--- src/rtl/epp_pkg.sv ---
package epp_pkg;
    typedef enum logic [1:0] {
        ST_IDLE   = 2'd0,
        ST_SETUP  = 2'd1,
        ST_STROBE = 2'd2,
        ST_DONE   = 2'd3
    } epp_state_e;

    localparam int OFF_LATCH  = 0;
    localparam int OFF_STATUS = 1;
    localparam int OFF_CTRL   = 2;
    localparam int OFF_ACYC   = 3;

    typedef struct packed {
        epp_state_e state;
        logic       is_epp;
        logic       is_write;
        logic       is_addr;
        logic [7:0] wbyte;
    } seq_s;
endpackage

--- src/rtl/epp_timeout_ctr.sv ---
module epp_timeout_ctr #(
    parameter int LIMIT = 1250
) (
    input  logic clk,
    input  logic rst_n,
    input  logic run,
    output logic expired
);
    localparam int CW = (LIMIT > 1) ? $clog2(LIMIT) : 1;

    logic [CW-1:0] cnt_d, cnt_q;

    always_comb begin
        cnt_d = '0;
        if (run && (cnt_q != CW'(LIMIT - 1)))
            cnt_d = cnt_q + 1'b1;
        else if (run)
            cnt_d = cnt_q;
    end

    always_ff @(posedge clk) begin
        if (!rst_n) cnt_q <= '0;
        else        cnt_q <= cnt_d;
    end

    assign expired = run && (cnt_q == CW'(LIMIT - 1));

    // the counter never runs past the window
    a_r7_count_bounded: assert property (@(posedge clk) disable iff (!rst_n)
        32'(cnt_q) < LIMIT);

    // the count restarts whenever a strobe window is not open
    a_r7_count_restarts: assert property (@(posedge clk) disable iff (!rst_n)
        !run |=> (cnt_q == '0));
endmodule

--- src/rtl/epp_host_regs.sv ---
module epp_host_regs
    import epp_pkg::*;
#(
    parameter int ADDR_W = 3,
    parameter int DW     = 8
) (
    input  logic              clk,
    input  logic              rst_n,
    input  logic [ADDR_W-1:0] addr,
    input  logic              wr_en,
    input  logic [DW-1:0]     wdata,
    input  logic              set_timeout,
    input  logic              load_rd,
    input  logic [DW-1:0]     port_byte,
    output logic [DW-1:0]     rdata,
    output logic [DW-1:0]     latch_byte,
    output logic              timeout_flag
);
    typedef struct packed {
        logic [DW-1:0] latch;
        logic [DW-1:0] ctrl;
        logic [DW-1:0] rd;
        logic          tmo;
    } regs_s;

    regs_s r_d, r_q;
    logic  clr_tmo;

    always_comb begin
        r_d     = r_q;
        clr_tmo = wr_en && (32'(addr) == OFF_STATUS) && wdata[0];
        if (wr_en && (32'(addr) == OFF_LATCH)) r_d.latch = wdata;
        if (wr_en && (32'(addr) == OFF_CTRL))  r_d.ctrl  = wdata;
        if (load_rd)                           r_d.rd    = port_byte;
        if (set_timeout)                       r_d.tmo   = 1'b1;
        else if (clr_tmo)                      r_d.tmo   = 1'b0;
    end

    always_ff @(posedge clk) begin
        if (!rst_n) r_q <= '0;
        else        r_q <= r_d;
    end

    always_comb begin
        if (32'(addr) >= OFF_ACYC)           rdata = r_q.rd;
        else if (32'(addr) == OFF_CTRL)      rdata = r_q.ctrl;
        else if (32'(addr) == OFF_STATUS)    rdata = {{(DW-1){1'b0}}, r_q.tmo};
        else                                 rdata = r_q.latch;
    end

    assign latch_byte   = r_q.latch;
    assign timeout_flag = r_q.tmo;

    // a set flag survives every cycle without a clearing write
    a_r8_sticky: assert property (@(posedge clk) disable iff (!rst_n)
        (r_q.tmo && !(wr_en && (32'(addr) == OFF_STATUS) && wdata[0])) |=> r_q.tmo);
endmodule

--- src/rtl/epp_cycle_engine.sv ---
module epp_cycle_engine
    import epp_pkg::*;
#(
    parameter int TIMEOUT_CYC = 1250,
    parameter int ADDR_W      = 3,
    parameter int DW          = 8
) (
    input  logic              clk,
    input  logic              rst_n,
    input  logic [ADDR_W-1:0] host_addr,
    input  logic              host_rd,
    input  logic              host_wr,
    input  logic [DW-1:0]     host_wdata,
    output logic [DW-1:0]     host_rdata,
    output logic              host_ready,
    output logic [DW-1:0]     pp_data_out,
    output logic              pp_data_oe,
    input  logic [DW-1:0]     pp_data_in,
    output logic              pp_write_n,
    output logic              pp_dstrb_n,
    output logic              pp_astrb_n,
    input  logic              pp_wait
);
    seq_s          s_d, s_q;
    logic          start_any, epp_sel, expired;
    logic          reg_wr, set_tmo, load_rd;
    logic [DW-1:0] latch_byte;
    logic          timeout_flag;

    assign start_any = host_rd || host_wr;
    assign epp_sel   = 32'(host_addr) >= OFF_ACYC;

    always_comb begin
        s_d     = s_q;
        reg_wr  = 1'b0;
        set_tmo = 1'b0;
        load_rd = 1'b0;
        case (s_q.state)
            ST_IDLE: begin
                if (start_any) begin
                    s_d.is_write = host_wr;
                    s_d.is_addr  = 32'(host_addr) == OFF_ACYC;
                    s_d.is_epp   = epp_sel;
                    s_d.wbyte    = host_wdata;
                    if (epp_sel) begin
                        s_d.state = host_wr ? ST_SETUP : ST_STROBE;
                    end else begin
                        reg_wr    = host_wr;
                        s_d.state = ST_DONE;
                    end
                end
            end
            ST_SETUP: s_d.state = ST_STROBE;
            ST_STROBE: begin
                if (pp_wait) begin
                    s_d.state = ST_DONE;
                    load_rd   = !s_q.is_write;
                end else if (expired) begin
                    s_d.state = ST_DONE;
                    set_tmo   = 1'b1;
                    load_rd   = !s_q.is_write;
                end
            end
            ST_DONE: begin
                if (!start_any) begin
                    s_d.state  = ST_IDLE;
                    s_d.is_epp = 1'b0;
                end
            end
            default: s_d.state = ST_IDLE;
        endcase
    end

    always_ff @(posedge clk) begin
        if (!rst_n) s_q <= '{state: ST_IDLE, is_epp: 1'b0, is_write: 1'b0,
                             is_addr: 1'b0, wbyte: '0};
        else        s_q <= s_d;
    end

    epp_timeout_ctr #(.LIMIT(TIMEOUT_CYC)) u_tmo (
        .clk     (clk),
        .rst_n   (rst_n),
        .run     (s_q.state == ST_STROBE),
        .expired (expired)
    );

    epp_host_regs #(.ADDR_W(ADDR_W), .DW(DW)) u_regs (
        .clk          (clk),
        .rst_n        (rst_n),
        .addr         (host_addr),
        .wr_en        (reg_wr),
        .wdata        (host_wdata),
        .set_timeout  (set_tmo),
        .load_rd      (load_rd),
        .port_byte    (pp_data_in),
        .rdata        (host_rdata),
        .latch_byte   (latch_byte),
        .timeout_flag (timeout_flag)
    );

    logic epp_busy, epp_wr_active;
    assign epp_busy      = s_q.is_epp && (s_q.state != ST_IDLE);
    assign epp_wr_active = epp_busy && s_q.is_write;

    assign pp_write_n  = !epp_wr_active;
    assign pp_dstrb_n  = !((s_q.state == ST_STROBE) && !s_q.is_addr);
    assign pp_astrb_n  = !((s_q.state == ST_STROBE) &&  s_q.is_addr);
    assign pp_data_out = epp_wr_active ? s_q.wbyte : latch_byte;
    assign pp_data_oe  = !(epp_busy && !s_q.is_write);
    assign host_ready  = !(((s_q.state == ST_IDLE) && start_any && epp_sel) ||
                           (s_q.state == ST_SETUP) || (s_q.state == ST_STROBE));

    // never both strobes low
    a_r2_one_strobe: assert property (@(posedge clk) disable iff (!rst_n)
        !(!pp_dstrb_n && !pp_astrb_n));

    // a write strobe is preceded by a clock with write already low
    a_r3_setup_first: assert property (@(posedge clk) disable iff (!rst_n)
        (($fell(pp_dstrb_n) || $fell(pp_astrb_n)) && !pp_write_n) |-> !$past(pp_write_n));

    // ready stays low while any strobe is low
    a_r4_ready_held: assert property (@(posedge clk) disable iff (!rst_n)
        (!pp_dstrb_n || !pp_astrb_n) |-> !host_ready);

    // write only rises after the strobes were already high
    a_r5_write_hold: assert property (@(posedge clk) disable iff (!rst_n)
        $rose(pp_write_n) |-> ($past(pp_dstrb_n) && $past(pp_astrb_n)));

    // an expired window with wait low ends the strobe and sets the flag
    a_r7_timeout_ends: assert property (@(posedge clk) disable iff (!rst_n)
        (expired && !pp_wait) |=> (pp_dstrb_n && pp_astrb_n && host_ready && timeout_flag));
endmodule

--- config.mk ---
export PLATFORM = sky130hd
export DESIGN_NAME = epp_cycle_engine
export DESIGN_NICKNAME = d
export VERILOG_FILES = /design/src/rtl/epp_pkg.sv /design/src/rtl/epp_timeout_ctr.sv /design/src/rtl/epp_host_regs.sv /design/src/rtl/epp_cycle_engine.sv
export SDC_FILE = /design/constraint.sdc
export NUM_CORES = 1
export LEC_CHECK = 0
export ABC_AREA = 1
export BUFFER_PORTS_ARGS = -buffer_cell sky130_fd_sc_hd__buf_2
export CORE_ASPECT_RATIO = 1.5
export CORE_MARGIN = 1.5
export CORE_UTILIZATION = 50
export CTS_BUF_LIST = sky130_fd_sc_hd__clkbuf_2
export DETAILED_ROUTE_END_ITERATION = 12
export PLACE_DENSITY = 0.77
export SLEW_MARGIN = 20
export SYNTH_ARGS = -nofsm -noshare
export SYNTH_HDL_FRONTEND = slang
export SYNTH_HIERARCHICAL = 1
export SYNTH_SLANG_ARGS = --single-unit
--- constraint.sdc ---
create_clock -name clk -period 2 [get_ports clk]
set_clock_uncertainty 0.05 [all_clocks]
set_input_delay 0.4 -clock clk [delete_from_list [all_inputs] [get_ports clk]]
set_output_delay 0.4 -clock clk [all_outputs]
set_load 0.02 [all_outputs]
==> metrics.md <==
| Metric | Value |
|---|---|
| Setup crit end kind | output port |
| Clock Path Buffers | 2 |
| HPWL Detailed | 4460 µm |
| Post-Syn Instances | about 400 |
| Hold Crit Class | in2reg |
| Cell Area, Synth | around 2600 µm² |
| Non-filler cells, final | between 500 and 600 |
| Worst Setup Start Kind | register |
| Number of synthesis warnings | 6 |
| Post-Syn Nets | approximately 430 |
| Die height | between 90 and 100 µm |
| Clk slew on worst S/H paths | approximately 220 ps |
| CP bufs+invs | 3 |
| Drt initial violations | 98 |
| Avg Synthesized Cell Area | approximately 6.7 µm² |
| CTS root buf | clkbuf_2 |
| Final period util | 104% |
| First-pass GRT wire length | between 10000 and 15000 µm |
| Sequential area share after synthesis | 37.1% |
| Dpl cells | 500 |
| CTS Hold Bufs | 0 |
| Worst Hold Launch | pp_data_in[1] |
| Failing checks | negative setup slack |
| Fin. Hold Viols | 0 |
| PortBufs | 44 |
| Capturing point of the worst reg2reg path | u_regs/r_q[6] |
| Async S/R FF share, synth | 0% |
| VDD IR-drop max | between 0.5 and 0.6 mV |
| Initial antenna violation count | 0 |
| Placer Congestion | ~0.86 |
| IO Count | 45 |
| Cell variety after synth | 31 |
| Final Setup Violations | 10 |
| Worst Path Arrival | roughly 1600 ps |
| DR pass1 iterations | 4 |
| Max_cap viols | 0 |
| Synth area leader | dfxtp_1 |
| Setup WS post-layout | -78.7 ps |
| FMAX | 0.481 GHz |
| Worst-Margin Slew | 426 ps |
| Setup CP Type | reg2out |
| Vias in the first global route | approximately 2500 |
| WL/cell | ~12 µm |
| Hold_ws | roughly 130 ps |
| Static Leak | between 0.001 and 0.0015 µW |
| RSZ-0062 raised after global routing | true |
| Pwr Density | roughly 930 nW/µm² |
| Hold path depth | 3 |
| Share of layout cells above drive strength 1 | a little under a third |
| DIE AREA | between 5000 and 6000 µm² |
| RR Startpoint | u_tmo/cnt_q[1] |
| Synth top cells by count | nand2_1 (111), nor2_1 (52), dfxtp_1 (49) |
| Flops & latches, synth | between 40 and 50 |
| Fillers | approximately 500 |
| Largest delay contributor family on the critical path | flip-flops |
| Global Route Usage Sum | 22.8% |
| Area Growth Syn to Fin | 23.3% |
| Hold Path End | u_regs/r_q[2] |
| CP Max Fanout | 8 |
| Final Max Slew Viols | 0 |
| Post-layout nets | roughly 490 |
| Crit-path cells | inv_4 > ha_4 > inv_8 > nand3_4 > nand2_2 > o21ai_2 > buf_6 |
| # rows | 32 |
| Chip width | about 62 µm |
| Synth top area share | 37.1% |
| Worst path max stage delay | 400 ps |
| Top cells by area, synth | dfxtp_1 (37%), nand2_1 (16%), nor2_1 (7.4%) |
| Worst r2r path cells | 12 |
| Pre-CTS setup slack | -7.50 ps |
| CTS tree | yes |
| EDFF count, synth | 0 |
| Residual DRC | 0 |
| Clock sinks | between 40 and 50 |
| Reg2Reg Setup Slack | about 90 ps |
| Post-synth top flop | dfxtp_1 |
| H-tree lvl count | 2 |
| Post-DP Area | roughly 2900 µm² |
| Routed WL | between 6000 and 7000 µm |
| Min Tclk post-route | around 2100 ps |
| CP startpoint | s_q[11] |
| Most frequent cell after synthesis | nand2_1 |
| Antenna Nets Post-Route | 0 |
| Largest net degree at the start of global routing | 18 |
| CTS Buf Count | 5 |
| Initial Util | 51.7% |
| Clock Latency Late Sink | about 420 ps |
| Outcome | finished with violations |
| ANT cells | 0 |
| Relative slew margins | a little under three quarters |
| Utilization after layout | 63.7% |
| DR vias/cell | between 5 and 6 |
| DR vias | ~2600 |
| Worst path slowest cell | dfxtp_2 |
| Cell area after layout | 3270 µm² |
| Core area | 5120 µm² |
| Remaining Overflow, GRT | 0 |
| WP data required | approximately 1600 ps |
-- tightest hold or removal path: stages --
cell    delay (ps)
buf_2           70
nor2_1          30
nor2_1          80
-- cell usage in the layout (no fill, tap or decap), drive strengths merged --
| cell | n |
|---|---|
| a211oi | 1 |
| a21boi | 1 |
| a21oi | 28 |
| buf | 65 |
| clkbuf | 6 |
| clkinv | 3 |
| clkinvlp | 1 |
| dfxtp | 49 |
| ha | 6 |
| inv | 46 |
| nand2 | 118 |
| nand3 | 23 |
| nand3b | 2 |
| nand4 | 2 |
| nor2 | 62 |
| nor3 | 4 |
| o21a | 1 |
| o21ai | 36 |
| or2 | 1 |
-- report_power, final --
group / switching [µW] / leakage (µW) / internal, µW / total [µW]
combinational: 817 / 0.00107 / 590 / 1410
clock: 299 / 0.0000265 / 81.4 / 380
sequential: 110 / 0.000401 / 1130 / 1240
-- worst max-delay path by stage --
| stage | to | cells past startpoint |
|---|---|---|
| after floorplan | pp_data_out[0] | 6 |
| after global placement | u_regs/r_q[6] | 11 |
| after detailed placement | u_regs/r_q[3] | 11 |
| after CTS | host_ready | 7 |
| after global routing | host_ready | 7 |
| final | pp_data_out[2] | 7 |
-- per-layer routing --
metal  routed length, µm  track usage [%]  part of all wire (%)
met5                   0                0                     0
met4                 199             8.15                   3.1
met3                 223             4.05                   3.5
met2                3490             46.4                    54
met1                2490             22.2                    39
-- area by class of cell --
type / count / area (µm²) / area share (%)
multi-input cells: 285 / 1520 / 46.6
inverters: 49 / 199 / 6.09
clock inverters: 1 / 3.75 / 0.115
clock buffers: 6 / 30.0 / 0.920
flip-flops and latches: 49 / 991 / 30.3
repair buffers: 65 / 437 / 13.4
well taps: 68 / 85.1 / 2.61
-- registers in the layout (all words and copies together) (netlist names) --
register             cells
u_regs/latch_byte        8
u_regs/r_q              16
s_q                     13
u_regs/timeout_flag      1
u_tmo/cnt_q             11
-- repair_timing --
| action | CTS | global route |
|---|---|---|
| cloned | 2 | 0 |
| resized for setup | 42 | 39 |
| pin swaps | 3 | 8 |
| setup endpoints to repair | 19 | 19 |
| setup buffers | 6 | 8 |
-- cells by family (layout without fill, tap and decap cells) --
kind of cell | after synthesis | in the layout | synth area share, %
buf+inv | 65 | 121 | 11.8
flops | 49 | 49 | 37.1
simple gates | 210 | 212 | 35.1
compound gates | 67 | 67 | 13.2
fa+ha+maj | 6 | 6 | 2.84
-- through the flow --
| stage | power, µW | TNS, ps |
|---|---|---|
| after floorplan | 1940 | -583 |
| after CTS | 2880 | -296 |
| after detailed placement | 2210 | -7.50 |
| after global placement | 2180 | 0 |
| after global routing | 3230 | -1620 |
| final | 3030 | -393 |
(Power assumes the default switching activity.)
